$ cat src/rtl/scp_pkg.sv
package scp_pkg;

  typedef enum logic [1:0] {
    ST_IDLE  = 2'd0,
    ST_ISSUE = 2'd1,
    ST_WAIT  = 2'd2
  } seq_state_e;

  // order of the four quotients on the shared divider
  typedef enum logic [1:0] {
    SL_H_INIT  = 2'd0,
    SL_H_STEP  = 2'd1,
    SL_V_INIT  = 2'd2,
    SL_V_STEP  = 2'd3
  } quot_slot_e;

endpackage

$ cat src/rtl/scp_req_check.sv
module scp_req_check #(
  parameter int DIM_W  = 16,
  parameter int MASK_W = 8
) (
  input  logic [DIM_W-1:0]  src_w_i,
  input  logic [DIM_W-1:0]  src_h_i,
  input  logic [DIM_W-1:0]  dst_w_i,
  input  logic [DIM_W-1:0]  dst_h_i,
  input  logic              rotated_i,
  input  logic [MASK_W-1:0] mask_i,
  output logic [DIM_W-1:0]  eff_w_o,
  output logic [DIM_W-1:0]  eff_h_o,
  output logic              multi_o,
  output logic              none_o,
  output logic              zero_out_o,
  output logic              enh_o
);

  localparam int CNT_W = $clog2(MASK_W + 1);

  function automatic logic [CNT_W-1:0] bits_set(input logic [MASK_W-1:0] m);
    logic [CNT_W-1:0] n;
    n = '0;
    for (int i = 0; i < MASK_W; i++) n = n + CNT_W'(m[i]);
    return n;
  endfunction

  // integer part of out/in reaches two exactly when out >= 2*in
  function automatic logic upscale_ge2(input logic [DIM_W-1:0] outd,
                                       input logic [DIM_W-1:0] ind);
    return {1'b0, outd} >= {ind, 1'b0};
  endfunction

  logic [CNT_W-1:0] req_count;

  assign req_count  = bits_set(mask_i);
  assign multi_o    = req_count > CNT_W'(1);
  assign none_o     = (req_count == '0);
  assign zero_out_o = (dst_w_i == '0) || (dst_h_i == '0);
  assign eff_w_o    = rotated_i ? src_h_i : src_w_i;
  assign eff_h_o    = rotated_i ? src_w_i : src_h_i;
  assign enh_o      = upscale_ge2(dst_w_i, eff_w_o) || upscale_ge2(dst_h_i, eff_h_o);

endmodule

$ cat src/rtl/scp_divider.sv
module scp_divider #(
  parameter int W = 32
) (
  input  logic         clk,
  input  logic         rst_n,
  input  logic         go_i,
  input  logic [W-1:0] dividend_i,
  input  logic [W-1:0] divisor_i,
  output logic         busy_o,
  output logic         fin_o,
  output logic [W-1:0] quot_o
);

  localparam int CW = $clog2(W + 1);
  localparam logic [CW-1:0] STEPS = CW'(W);

  logic [W-1:0]  rem_q, quo_q, dvs_q;
  logic [CW-1:0] cnt_q;
  logic          busy_q, fin_q;
  logic [W:0]    partial, trial;
  logic          trial_neg;

  assign partial   = {rem_q, quo_q[W-1]};
  assign trial     = partial - {1'b0, dvs_q};
  assign trial_neg = trial[W];

  always_ff @(posedge clk) begin
    if (!rst_n) begin
      rem_q  <= '0;
      quo_q  <= '0;
      dvs_q  <= '0;
      cnt_q  <= '0;
      busy_q <= 1'b0;
      fin_q  <= 1'b0;
    end else begin
      fin_q <= 1'b0;
      if (go_i) begin
        rem_q  <= '0;
        quo_q  <= dividend_i;
        dvs_q  <= divisor_i;
        cnt_q  <= STEPS;
        busy_q <= 1'b1;
      end else if (busy_q) begin
        if (trial_neg) begin
          rem_q <= partial[W-1:0];
          quo_q <= {quo_q[W-2:0], 1'b0};
        end else begin
          rem_q <= trial[W-1:0];
          quo_q <= {quo_q[W-2:0], 1'b1};
        end
        cnt_q <= cnt_q - CW'(1);
        if (cnt_q == CW'(1)) begin
          busy_q <= 1'b0;
          fin_q  <= 1'b1;
        end
      end
    end
  end

  assign busy_o = busy_q;
  assign fin_o  = fin_q;
  assign quot_o = quo_q;

  // the sequencer never loads a quotient on top of one in flight
  a_r9_go_when_idle: assert property (@(posedge clk) disable iff (!rst_n)
    go_i |-> !busy_q);

  // each quotient is reported once
  a_r9_fin_single: assert property (@(posedge clk) disable iff (!rst_n)
    fin_q |=> !fin_q);

  // the remainder stays below the divisor while iterating
  a_r7_rem_bounded: assert property (@(posedge clk) disable iff (!rst_n)
    (busy_q && dvs_q != '0) |-> (rem_q < dvs_q));

endmodule

$ cat src/rtl/scaler_phase_calc.sv
module scaler_phase_calc #(
  parameter int DIM_W  = 16,
  parameter int MASK_W = 8,
  localparam int PH_BITS   = 4,
  localparam int STEP_SH   = PH_BITS + 12,
  localparam int DIV_W     = DIM_W + STEP_SH
) (
  input  logic              clk,
  input  logic              rst_n,
  input  logic              start_i,
  input  logic [DIM_W-1:0]  src_w_i,
  input  logic [DIM_W-1:0]  src_h_i,
  input  logic [DIM_W-1:0]  dst_w_i,
  input  logic [DIM_W-1:0]  dst_h_i,
  input  logic              rotated_i,
  input  logic [MASK_W-1:0] scale_mask_i,
  output logic              busy_o,
  output logic              done_o,
  output logic              err_o,
  output logic              scale_en_o,
  output logic              enh_en_o,
  output logic [DIM_W-1:0]  in_w_o,
  output logic [DIM_W-1:0]  in_h_o,
  output logic [DIV_W-1:0]  h_init_o,
  output logic [DIV_W-1:0]  h_delta_o,
  output logic [DIV_W-1:0]  v_init_o,
  output logic [DIV_W-1:0]  v_delta_o
);

  import scp_pkg::*;

  localparam int PAD_W = DIV_W - DIM_W;

  // (q + 1) / 2 written without a wider adder
  function automatic logic [DIV_W-1:0] half_up(input logic [DIV_W-1:0] q);
    return (q >> 1) + DIV_W'(q[0]);
  endfunction

  function automatic logic [DIV_W-1:0] widen_shift(input logic [DIM_W-1:0] v,
                                                   input int sh);
    return {{PAD_W{1'b0}}, v} << sh;
  endfunction

  // ---------------- request screening ----------------
  logic [DIM_W-1:0] chk_eff_w, chk_eff_h;
  logic             chk_multi, chk_none, chk_zero_out, chk_enh;

  scp_req_check #(.DIM_W(DIM_W), .MASK_W(MASK_W)) u_check (
    .src_w_i    (src_w_i),
    .src_h_i    (src_h_i),
    .dst_w_i    (dst_w_i),
    .dst_h_i    (dst_h_i),
    .rotated_i  (rotated_i),
    .mask_i     (scale_mask_i),
    .eff_w_o    (chk_eff_w),
    .eff_h_o    (chk_eff_h),
    .multi_o    (chk_multi),
    .none_o     (chk_none),
    .zero_out_o (chk_zero_out),
    .enh_o      (chk_enh)
  );

  // ---------------- named events ----------------
  seq_state_e state_q;
  quot_slot_e slot_q;
  logic       accept, reject_now, skip_now, run_now;

  assign accept     = start_i && (state_q == ST_IDLE);
  assign reject_now = accept && (chk_multi || (!chk_none && chk_zero_out));
  assign skip_now   = accept && chk_none;
  assign run_now    = accept && !reject_now && !skip_now;

  // ---------------- latched request ----------------
  logic [DIM_W-1:0] in_w_q, in_h_q, out_w_q, out_h_q;
  logic             enh_q;

  // ---------------- shared divider ----------------
  logic             div_go, div_busy, div_fin;
  logic [DIV_W-1:0] div_dvd, div_dvs, div_quot;

  assign div_go = (state_q == ST_ISSUE);

  always_comb begin
    unique case (slot_q)
      SL_H_INIT: begin div_dvd = widen_shift(in_w_q, PH_BITS); div_dvs = widen_shift(out_w_q, 0); end
      SL_H_STEP: begin div_dvd = widen_shift(in_w_q, STEP_SH); div_dvs = widen_shift(out_w_q, 0); end
      SL_V_INIT: begin div_dvd = widen_shift(in_h_q, PH_BITS); div_dvs = widen_shift(out_h_q, 0); end
      default:   begin div_dvd = widen_shift(in_h_q, STEP_SH); div_dvs = widen_shift(out_h_q, 0); end
    endcase
  end

  scp_divider #(.W(DIV_W)) u_div (
    .clk        (clk),
    .rst_n      (rst_n),
    .go_i       (div_go),
    .dividend_i (div_dvd),
    .divisor_i  (div_dvs),
    .busy_o     (div_busy),
    .fin_o      (div_fin),
    .quot_o     (div_quot)
  );

  logic last_quot;
  assign last_quot = (state_q == ST_WAIT) && div_fin && (slot_q == SL_V_STEP);

  // ---------------- staging and published results ----------------
  logic [DIV_W-1:0] h_init_s, h_step_s, v_init_s;

  always_ff @(posedge clk) begin
    if (!rst_n) begin
      state_q    <= ST_IDLE;
      slot_q     <= SL_H_INIT;
      in_w_q     <= '0;
      in_h_q     <= '0;
      out_w_q    <= '0;
      out_h_q    <= '0;
      enh_q      <= 1'b0;
      h_init_s   <= '0;
      h_step_s   <= '0;
      v_init_s   <= '0;
      done_o     <= 1'b0;
      err_o      <= 1'b0;
      scale_en_o <= 1'b0;
      enh_en_o   <= 1'b0;
      in_w_o     <= '0;
      in_h_o     <= '0;
      h_init_o   <= '0;
      h_delta_o  <= '0;
      v_init_o   <= '0;
      v_delta_o  <= '0;
    end else begin
      done_o <= 1'b0;
      unique case (state_q)
        ST_IDLE: begin
          if (reject_now || skip_now) begin
            done_o     <= 1'b1;
            err_o      <= reject_now;
            scale_en_o <= 1'b0;
            enh_en_o   <= 1'b0;
            in_w_o     <= '0;
            in_h_o     <= '0;
            h_init_o   <= '0;
            h_delta_o  <= '0;
            v_init_o   <= '0;
            v_delta_o  <= '0;
          end else if (run_now) begin
            in_w_q  <= chk_eff_w;
            in_h_q  <= chk_eff_h;
            out_w_q <= dst_w_i;
            out_h_q <= dst_h_i;
            enh_q   <= chk_enh;
            slot_q  <= SL_H_INIT;
            state_q <= ST_ISSUE;
          end
        end
        ST_ISSUE: state_q <= ST_WAIT;
        ST_WAIT: begin
          if (div_fin) begin
            unique case (slot_q)
              SL_H_INIT: begin h_init_s <= half_up(div_quot); slot_q <= SL_H_STEP; state_q <= ST_ISSUE; end
              SL_H_STEP: begin h_step_s <= div_quot;          slot_q <= SL_V_INIT; state_q <= ST_ISSUE; end
              SL_V_INIT: begin v_init_s <= half_up(div_quot); slot_q <= SL_V_STEP; state_q <= ST_ISSUE; end
              default: begin
                done_o     <= 1'b1;
                err_o      <= 1'b0;
                scale_en_o <= 1'b1;
                enh_en_o   <= enh_q;
                in_w_o     <= in_w_q;
                in_h_o     <= in_h_q;
                h_init_o   <= h_init_s;
                h_delta_o  <= h_step_s;
                v_init_o   <= v_init_s;
                v_delta_o  <= div_quot;
                state_q    <= ST_IDLE;
              end
            endcase
          end
        end
        default: state_q <= ST_IDLE;
      endcase
    end
  end

  assign busy_o = (state_q != ST_IDLE);

  // ---------------- assertions ----------------
  a_r10_done_pulse: assert property (@(posedge clk) disable iff (!rst_n)
    done_o |=> !done_o);

  a_r10_results_hold: assert property (@(posedge clk) disable iff (!rst_n)
    !done_o |-> ($stable(h_delta_o) && $stable(v_delta_o) && $stable(h_init_o)
                 && $stable(v_init_o) && $stable(err_o) && $stable(scale_en_o)));

  a_r9_done_idle: assert property (@(posedge clk) disable iff (!rst_n)
    done_o |-> !busy_o);

  a_r9_divider_matches_seq: assert property (@(posedge clk) disable iff (!rst_n)
    div_busy |-> (state_q == ST_WAIT));

  a_r9_last_is_done: assert property (@(posedge clk) disable iff (!rst_n)
    last_quot |=> (done_o && scale_en_o && !err_o));

  a_r2_multi_rejected: assert property (@(posedge clk) disable iff (!rst_n)
    (start_i && !busy_o && $countones(scale_mask_i) > 1) |=> (done_o && err_o && !scale_en_o));

  a_r3_empty_quiet: assert property (@(posedge clk) disable iff (!rst_n)
    (start_i && !busy_o && scale_mask_i == '0) |=> (done_o && !err_o && !scale_en_o));

  a_r4_zero_dest: assert property (@(posedge clk) disable iff (!rst_n)
    (start_i && !busy_o && $countones(scale_mask_i) == 1 && (dst_w_i == '0 || dst_h_i == '0))
      |=> (done_o && err_o));

  a_r2_err_excludes_scale: assert property (@(posedge clk) disable iff (!rst_n)
    err_o |-> !scale_en_o);

  a_r11_busy_holds: assert property (@(posedge clk) disable iff (!rst_n)
    busy_o |=> (busy_o || done_o));

endmodule

$ cat config.mk
export PLATFORM = sky130hd
export DESIGN_NAME = scaler_phase_calc
export DESIGN_NICKNAME = d
export VERILOG_FILES = /design/src/rtl/scp_pkg.sv /design/src/rtl/scp_req_check.sv /design/src/rtl/scp_divider.sv /design/src/rtl/scaler_phase_calc.sv
export SDC_FILE = /design/constraint.sdc
export NUM_CORES = 1
export LEC_CHECK = 0
export BUFFER_PORTS_ARGS = -buffer_cell sky130_fd_sc_hd__buf_2
export CAP_MARGIN = 0
export CELL_PAD_IN_SITES_DETAIL_PLACEMENT = 1
export CELL_PAD_IN_SITES_GLOBAL_PLACEMENT = 2
export CORE_ASPECT_RATIO = 0.5
export CORE_MARGIN = 4
export CORE_UTILIZATION = 28
export CTS_BUF_LIST = sky130_fd_sc_hd__clkbuf_4 sky130_fd_sc_hd__clkbuf_8
export DETAILED_ROUTE_END_ITERATION = 10
export PLACE_DENSITY_LB_ADDON = 0.05
export SLEW_MARGIN = 25
export SYNTH_ARGS = -nofsm -noshare
export SYNTH_HDL_FRONTEND = slang
export SYNTH_SLANG_ARGS = --single-unit
$ cat constraint.sdc
create_clock -name clk -period 5.3 [get_ports clk]
set_input_delay 0.53 -clock clk [delete_from_list [all_inputs] [get_ports clk]]
set_output_delay 0.53 -clock clk [all_outputs]
set_load 0.02 [all_outputs]
* Yosys cells after proc, flatten, opt, wreduce, memory -nomap -nowiden
Index checks and enable logic that the tools add are counted.
** Operators by class
- Add/sub/neg operators :: 10
- Equal/unequal tests :: 11
- Multiplexer cells :: 59
- Bitwise gates (word level) :: 3
- Reduce and logical (&&, ||, !) cells :: 32
- $lt $le $gt $ge :: 3
** Operator list (count)
- 2-to-1 mux 32 bit :: 12
- case mux 32 bit (2 select lines) :: 4
- 2-to-1 mux 16 bit :: 8
- case mux 32 bit (3 select lines) :: 1
- case mux 16 bit (2 select lines) :: 2
- greater-or-equal comparator 16 x 17 -> 1 bit :: 2
- subtractor 33 x 32 -> 33 bit :: 1
- adder 31 x 1 -> 32 bit :: 1
- logical NOT 16 bit :: 2
- adder 4 x 1 -> 4 bit :: 6
- 2-to-1 mux 1 bit :: 17
- AND reduction 3 bit :: 5
- 2-to-1 mux 2 bit :: 6
- 2-to-1 mux 6 bit :: 2
- case mux 2 bit (3 select lines) :: 2
- case mux 1 bit (2 select lines) :: 4
- equality test 6 x 1 -> 1 bit, second input constant :: 1
- logical AND 1 bit :: 6
- inequality test 2 bit, second input constant :: 3
- nonzero test 2 bit :: 3
- OR reduction 3 bit :: 2
- subtractor 6 x 1 -> 6 bit, second input constant :: 1
- AND reduction 5 bit :: 1
- equality test 2 x 1 -> 1 bit, second input constant :: 2
- other kinds (13) :: 24
** Word-level totals
- Logic and storage cells :: 145
- Flip-flop bits (word level) :: 433
- Output and inout port bits :: 165
- Input bits :: 76

* Longest topological paths before layout
- Depth after elaboration :: 18
- Mapped depth :: 17
- Depth with buffers taken out :: 16

* By module
From an unflattened synthesis, not the netlist that was laid out.
** Second synthesis, totals
- Cell total of the unflattened synthesis :: 2359
- Area, all modules :: 19931.6 µm²
** By module, submodules not included
- scaler_phase_calc :: cells an instance 1432, seq. area each 6586.3 µm², area an instance 12331.8 µm², times used 1
- scp_divider :: cells an instance 745, seq. area each 2082.0 µm², area an instance 6232.2 µm², times used 1
- scp_req_check :: cells an instance 182, seq. area each 0.0 µm², area an instance 1367.6 µm², times used 1

* Worst setup path after synthesis
OpenSTA, ideal clock, no wires.
- Kind :: input to register
- Start point :: input port scale_mask_i[0]
- End point :: register slot_q[0]
- Slack :: 0.987 ns
- Setup time :: 0.076 ns
- Data arrival time :: 4.238 ns
- Data required time :: 5.224 ns
- Buffers on the path :: 0
- Stages on the path :: 15
- Cells stage by stage :: ha_1 inv_1 fa_1 fa_1 inv_1 fa_1 inv_1 fa_1 a211oi_1 mux2_2 nand2_1 nor4_1 o21bai_1 or3b_2 a21boi_0
** Between the ends
- Cells in the longest elaborated chain, start to end :: 17
- Elaborated cells between the ends (all ways) :: 22
- Classes of those cells :: add/sub (7); order compare (1); eq/ne (2); reduce/logical (12)
** Ends and longest elaborated chain
- start: declaration :: RTL line scaler_phase_calc.sv:16 : input logic [MASK_W-1:0] scale_mask_i,
- adder 1 x 1 -> 2 bit * :: RTL line scp_req_check.sv:24 : for (int i = 0; i < MASK_W; i++) n = n + CNT_W'(m[i]);
- adder 4 x 1 -> 4 bit * (6 in a row) :: RTL line scp_req_check.sv:24
- branches (longest 9 deep; another with greater-than comparator 4 x 1 -> 1 bit)
- AND reduction 5 bit (no source line) *
- end signal: assignment :: RTL line scaler_phase_calc.sv:112 : slot_q <= SL_H_INIT;
- end signal: assignment :: RTL line scaler_phase_calc.sv:152 : slot_q <= SL_H_INIT;
- end signal: assignment :: RTL line scaler_phase_calc.sv:160 : SL_H_INIT: begin h_init_s <= half_up(div_quot); slot_q <= SL_H_STEP; state_q <= ST_ISSUE; end
- end: declaration :: RTL line scaler_phase_calc.sv:65 : quot_slot_e slot_q;
Every way passes the cells marked *.
A chain may end at the register's enable or synchronous reset.

* Worst setup path in the final report
- Start point :: input port scale_mask_i[0]
- End point :: register h_delta_o[17]
** Between the ends
- Cells in the longest elaborated chain, start to end :: 15
- Elaborated cells between the ends (all ways) :: 17
- Classes of those cells :: add/sub (7); order compare (1); eq/ne (1); reduce/logical (8)
** Ends and longest elaborated chain
- adder 1 x 1 -> 2 bit * :: RTL line scp_req_check.sv:24
- adder 4 x 1 -> 4 bit * (6 in a row) :: RTL line scp_req_check.sv:24
- branches (longest 5 deep; another with greater-than comparator 4 x 1 -> 1 bit)
- logical OR 1 bit * :: RTL line scaler_phase_calc.sv:135 : if (reject_now || skip_now) begin
- inequality test 2 x 1 -> 1 bit (no source line) *
- AND reduction 4 bit (no source line) *
- end signal: assignment :: RTL line scaler_phase_calc.sv:171 : h_delta_o <= h_step_s;
- end: declaration :: RTL line scaler_phase_calc.sv:25 : output logic [DIV_W-1:0] h_delta_o,
Marks and branches as above.

==> run metrics <==
Post-synth top flop=dfxtp_1; skew final=0.0320 ns; Gates resized, CTS repair=0; WHS Path Cells=3; Cell variety after synth=60; crit path launch type=input pin; fin. max-slew vios=0; Initial Utilization=28.6%; CP Capture Type=flop; Port Buffer Count=240; pin count of the biggest net entering global routing=225; Worst Setup SP=scale_mask_i[0]; Die ar.=73700 um2; Hold Path Class=input pin to flop; #FFs+latches synth=between 400 and 500; Met1 Wirelength=about 36000 um; detail-routed via count per cell=4.96; RSZ-0062 raised after global routing=no; Die Y=194 um; core area=67700 um2; sequential cell area=8350 um2; outcome=finished, final reports clean; area of the multi-input gates=a little over 10000 um2; Clock transition at path regs=0.06 ns; Mapped Area=approximately 19000 um2; WL per Instance=21.1 um; # hold bufs at CTS=0; crit-path max FO=95; CTS tree=done; Post-layout nets=2596; max layer used=met4; Least-Margin Pin Slew=1.05 ns; WL final=just over 70000 um; gpl congestion=about 0.77; total power=a little over 8 mW; CTS Buffer Depth=3; metal2 WL=32300 um; total global routing overflow=0; DR vias=16900; first-pass GRT wire length=111000 um; syn nets=2455; leakage power=9.63 nW; share of cells above drive strength 1=16.0%; die extent in x=roughly 380 um; Max transition margin=29.0%; setup violators final=0; CTS HTree Levels=3; Residual DRC=0; final period demand of the worst path=3.81 ns; drt pass-1 iters=5; met3 WL=~2000 um; clock root buffer=clkbuf_8; CTS buffer count=68; VDD IR max=0.259 mV; Clock Latency Late Sink=a little under 0.7 ns; Post-CTS Setup Bufs=0; initial antenna violation count=1; Sink Count=417; Syn Inst Count=2316; 1st-iter DRT viols=863; Fill cells=8037; Final Cycle Share=71.8%; R2R depth=13; sequential cell area fraction in the yosys report=43.1%; asr flop ratio synth=0%; Total Neg Setup Slack=0 ns; Top Ports=~240; PD cells=364 nW/um2; DP HPWL=48500 um; Avg Inst Size Synth=8.36 um2; Ys Warns=0; number of global-route vias before repair=17600; GRT Overall Usage=19.2%; num rows=67; Hold Startpoint=dst_h_i[0]; reg-to-reg startpoint=u_div.quot_o[31]$_SDFFE_PN0P_; WP data arrival=4.39 ns; number of synthesized flops with an enable pin=0; Required @ worst endpoint=5.88 ns; DRT antenna net count=0; Setup Crit Path Kind=input pin to flop; Final Hold Fails=0; area grow syn2layout=17.1%; Fmax=263 MHz; MaxCap Viol Count=0
path summary, 6_finish.rpt:
| kind | endpoint | slack, ns |
|---|---|---|
| worst min register to register | out_w_q[2]$_SDFFE_PN0P_ | 0.46 |
| worst max-delay path | h_delta_o[17]$_SDFFE_PN0P_ | 1.49 |
| worst min-delay path | out_h_q[0]$_SDFFE_PN0P_ | 0.17 |
| worst max register to register | u_div.rem_q[11]$_SDFFE_PP0P_ | 1.55 |
registers in the layout (all words and copies together), names as in the netlist, 2 cells and up:
signal,flops
v_init_o,32
u_div.dvs_q,16
v_delta_o,32
out_w_q,16
v_init_s,32
in_h_o,16
h_init_s,32
u_div.rem_q,32
out_h_q,16
h_init_o,32
slot_q,2
u_div.cnt_q,6
in_w_q,16
h_delta_o,32
state_q,2
h_step_s,32
in_w_o,16
in_h_q,16
u_div.quot_o,32
per-stage QoR:
stage | instance area [um2] | utilization [%] | hold slack, ns | cells | setup slack, ns
2_1_floorplan | 19400 | - | 0.438 | 2316 | 0.987
3_3_place_gp | 21300 | 31.4 | 0.451 | 3284 | 0.915
3_5_place_dp | 21300 | 31.4 | 0.456 | 3284 | 0.819
4_1_cts | 22700 | 33.5 | 0.0903 | 3403 | 1.52
5_1_grt | 22700 | 33.5 | 0.134 | 3403 | 1.18
6_report | 22700 | 33.5 | 0.170 | 3404 | 1.49
logic make-up (layout without fill, tap and decap cells):
kind of cell    count (synthesis)  after routing  share of synthesized area [%]
compound gates                546            546                           20.2
flops                         417            417                           43.1
buf+inv                       233            423                           4.59
other cells                     0              1                              0
mux                            76             76                           3.95
xor+xnor                       60             60                           2.71
simple gates                  921            921                           21.1
fa+ha+maj                      63             63                           4.26
worst max-delay path, cell delays in order:
cell and delay (ns):
buf_2 0.10, ha_1 0.26, inv_1 0.04, fa_1 0.49, fa_1 0.41, inv_1 0.09
fa_1 0.18, inv_1 0.05, fa_1 0.37, a211oi_1 0.21, mux2_2 0.18, nand2_1 0.09
nor3_1 0.26, or2_4 0.28, buf_12 0.36, nand3_1 0.13, a21boi_0 0.22
layer usage:
metal  up-vias  GRT usage (%)
met5         -              0
met4         0           4.35
met3        82           3.20
met2       161           30.8
met1      8343           27.0
li1       8290              -
placed cells by master, fill, tap and decap left out, types with 4 or more instances in the layout:
cell and n:
nand2_1 493, dfxtp_1 416, buf_2 239, a21boi_0 235, nand3_1 193, clkbuf_8 82, o21ai_0 80, nor2_1 79
mux2i_1 73, o211a_1 72, a21oi_1 64, ha_1 58, inv_1 40, and3_1 33, xnor2_1 33, xor2_1 27
clkbuf_4 26, nand4_1 19, o211ai_1 19, nor3_1 18, buf_4 18, nor4_1 17, and2_1 17, nand2b_1 15
o22ai_1 14, a22oi_1 12, o21a_1 9, a21o_1 9, or3_1 6, buf_12 6, a211oi_1 5, a31oi_1 5
nor2b_1 5, fa_1 5, a222oi_1 4, nor3b_1 4
power by group:
part | switching, mW | total [mW] | internal (mW) | leakage (nW)
combinational | 1.12 | 1.85 | 0.725 | 5.52
sequential | 0.165 | 3.41 | 3.24 | 3.36
clock | 1.41 | 3.00 | 1.60 | 0.748
area by class of cell:
| class | count | area share [%] |
|---|---|---|
| diodes | 1 | 0.0110 |
| clock buffers | 108 | 5.84 |
| clock inverters | 11 | 0.403 |
| inverters | 40 | 0.662 |
| multi-input cells | 1666 | 44.8 |
| flip-flops and latches | 417 | 36.8 |
| well taps | 897 | 4.95 |
| repair buffers | 264 | 6.47 |
Yosys cell counts, drive strengths merged, types with 20 or more instances:
cell | number | area share (%)
mux2i | 73 | 3.8
o211a | 72 | 3.7
nand2 | 495 | 9.6
and3 | 33 | 1.1
xnor2 | 33 | 1.5
a21oi | 64 | 1.7
xor2 | 27 | 1.2
nand3 | 194 | 5.0
clkbuf | 174 | 3.4
dfxtp | 417 | 43
ha | 58 | 3.7
a21boi | 235 | 9.1
and2 | 20 | 0.65
inv | 40 | 0.78
o21ai | 83 | 2.1
nor2 | 80 | 1.6
(Power assumes the default switching activity.)
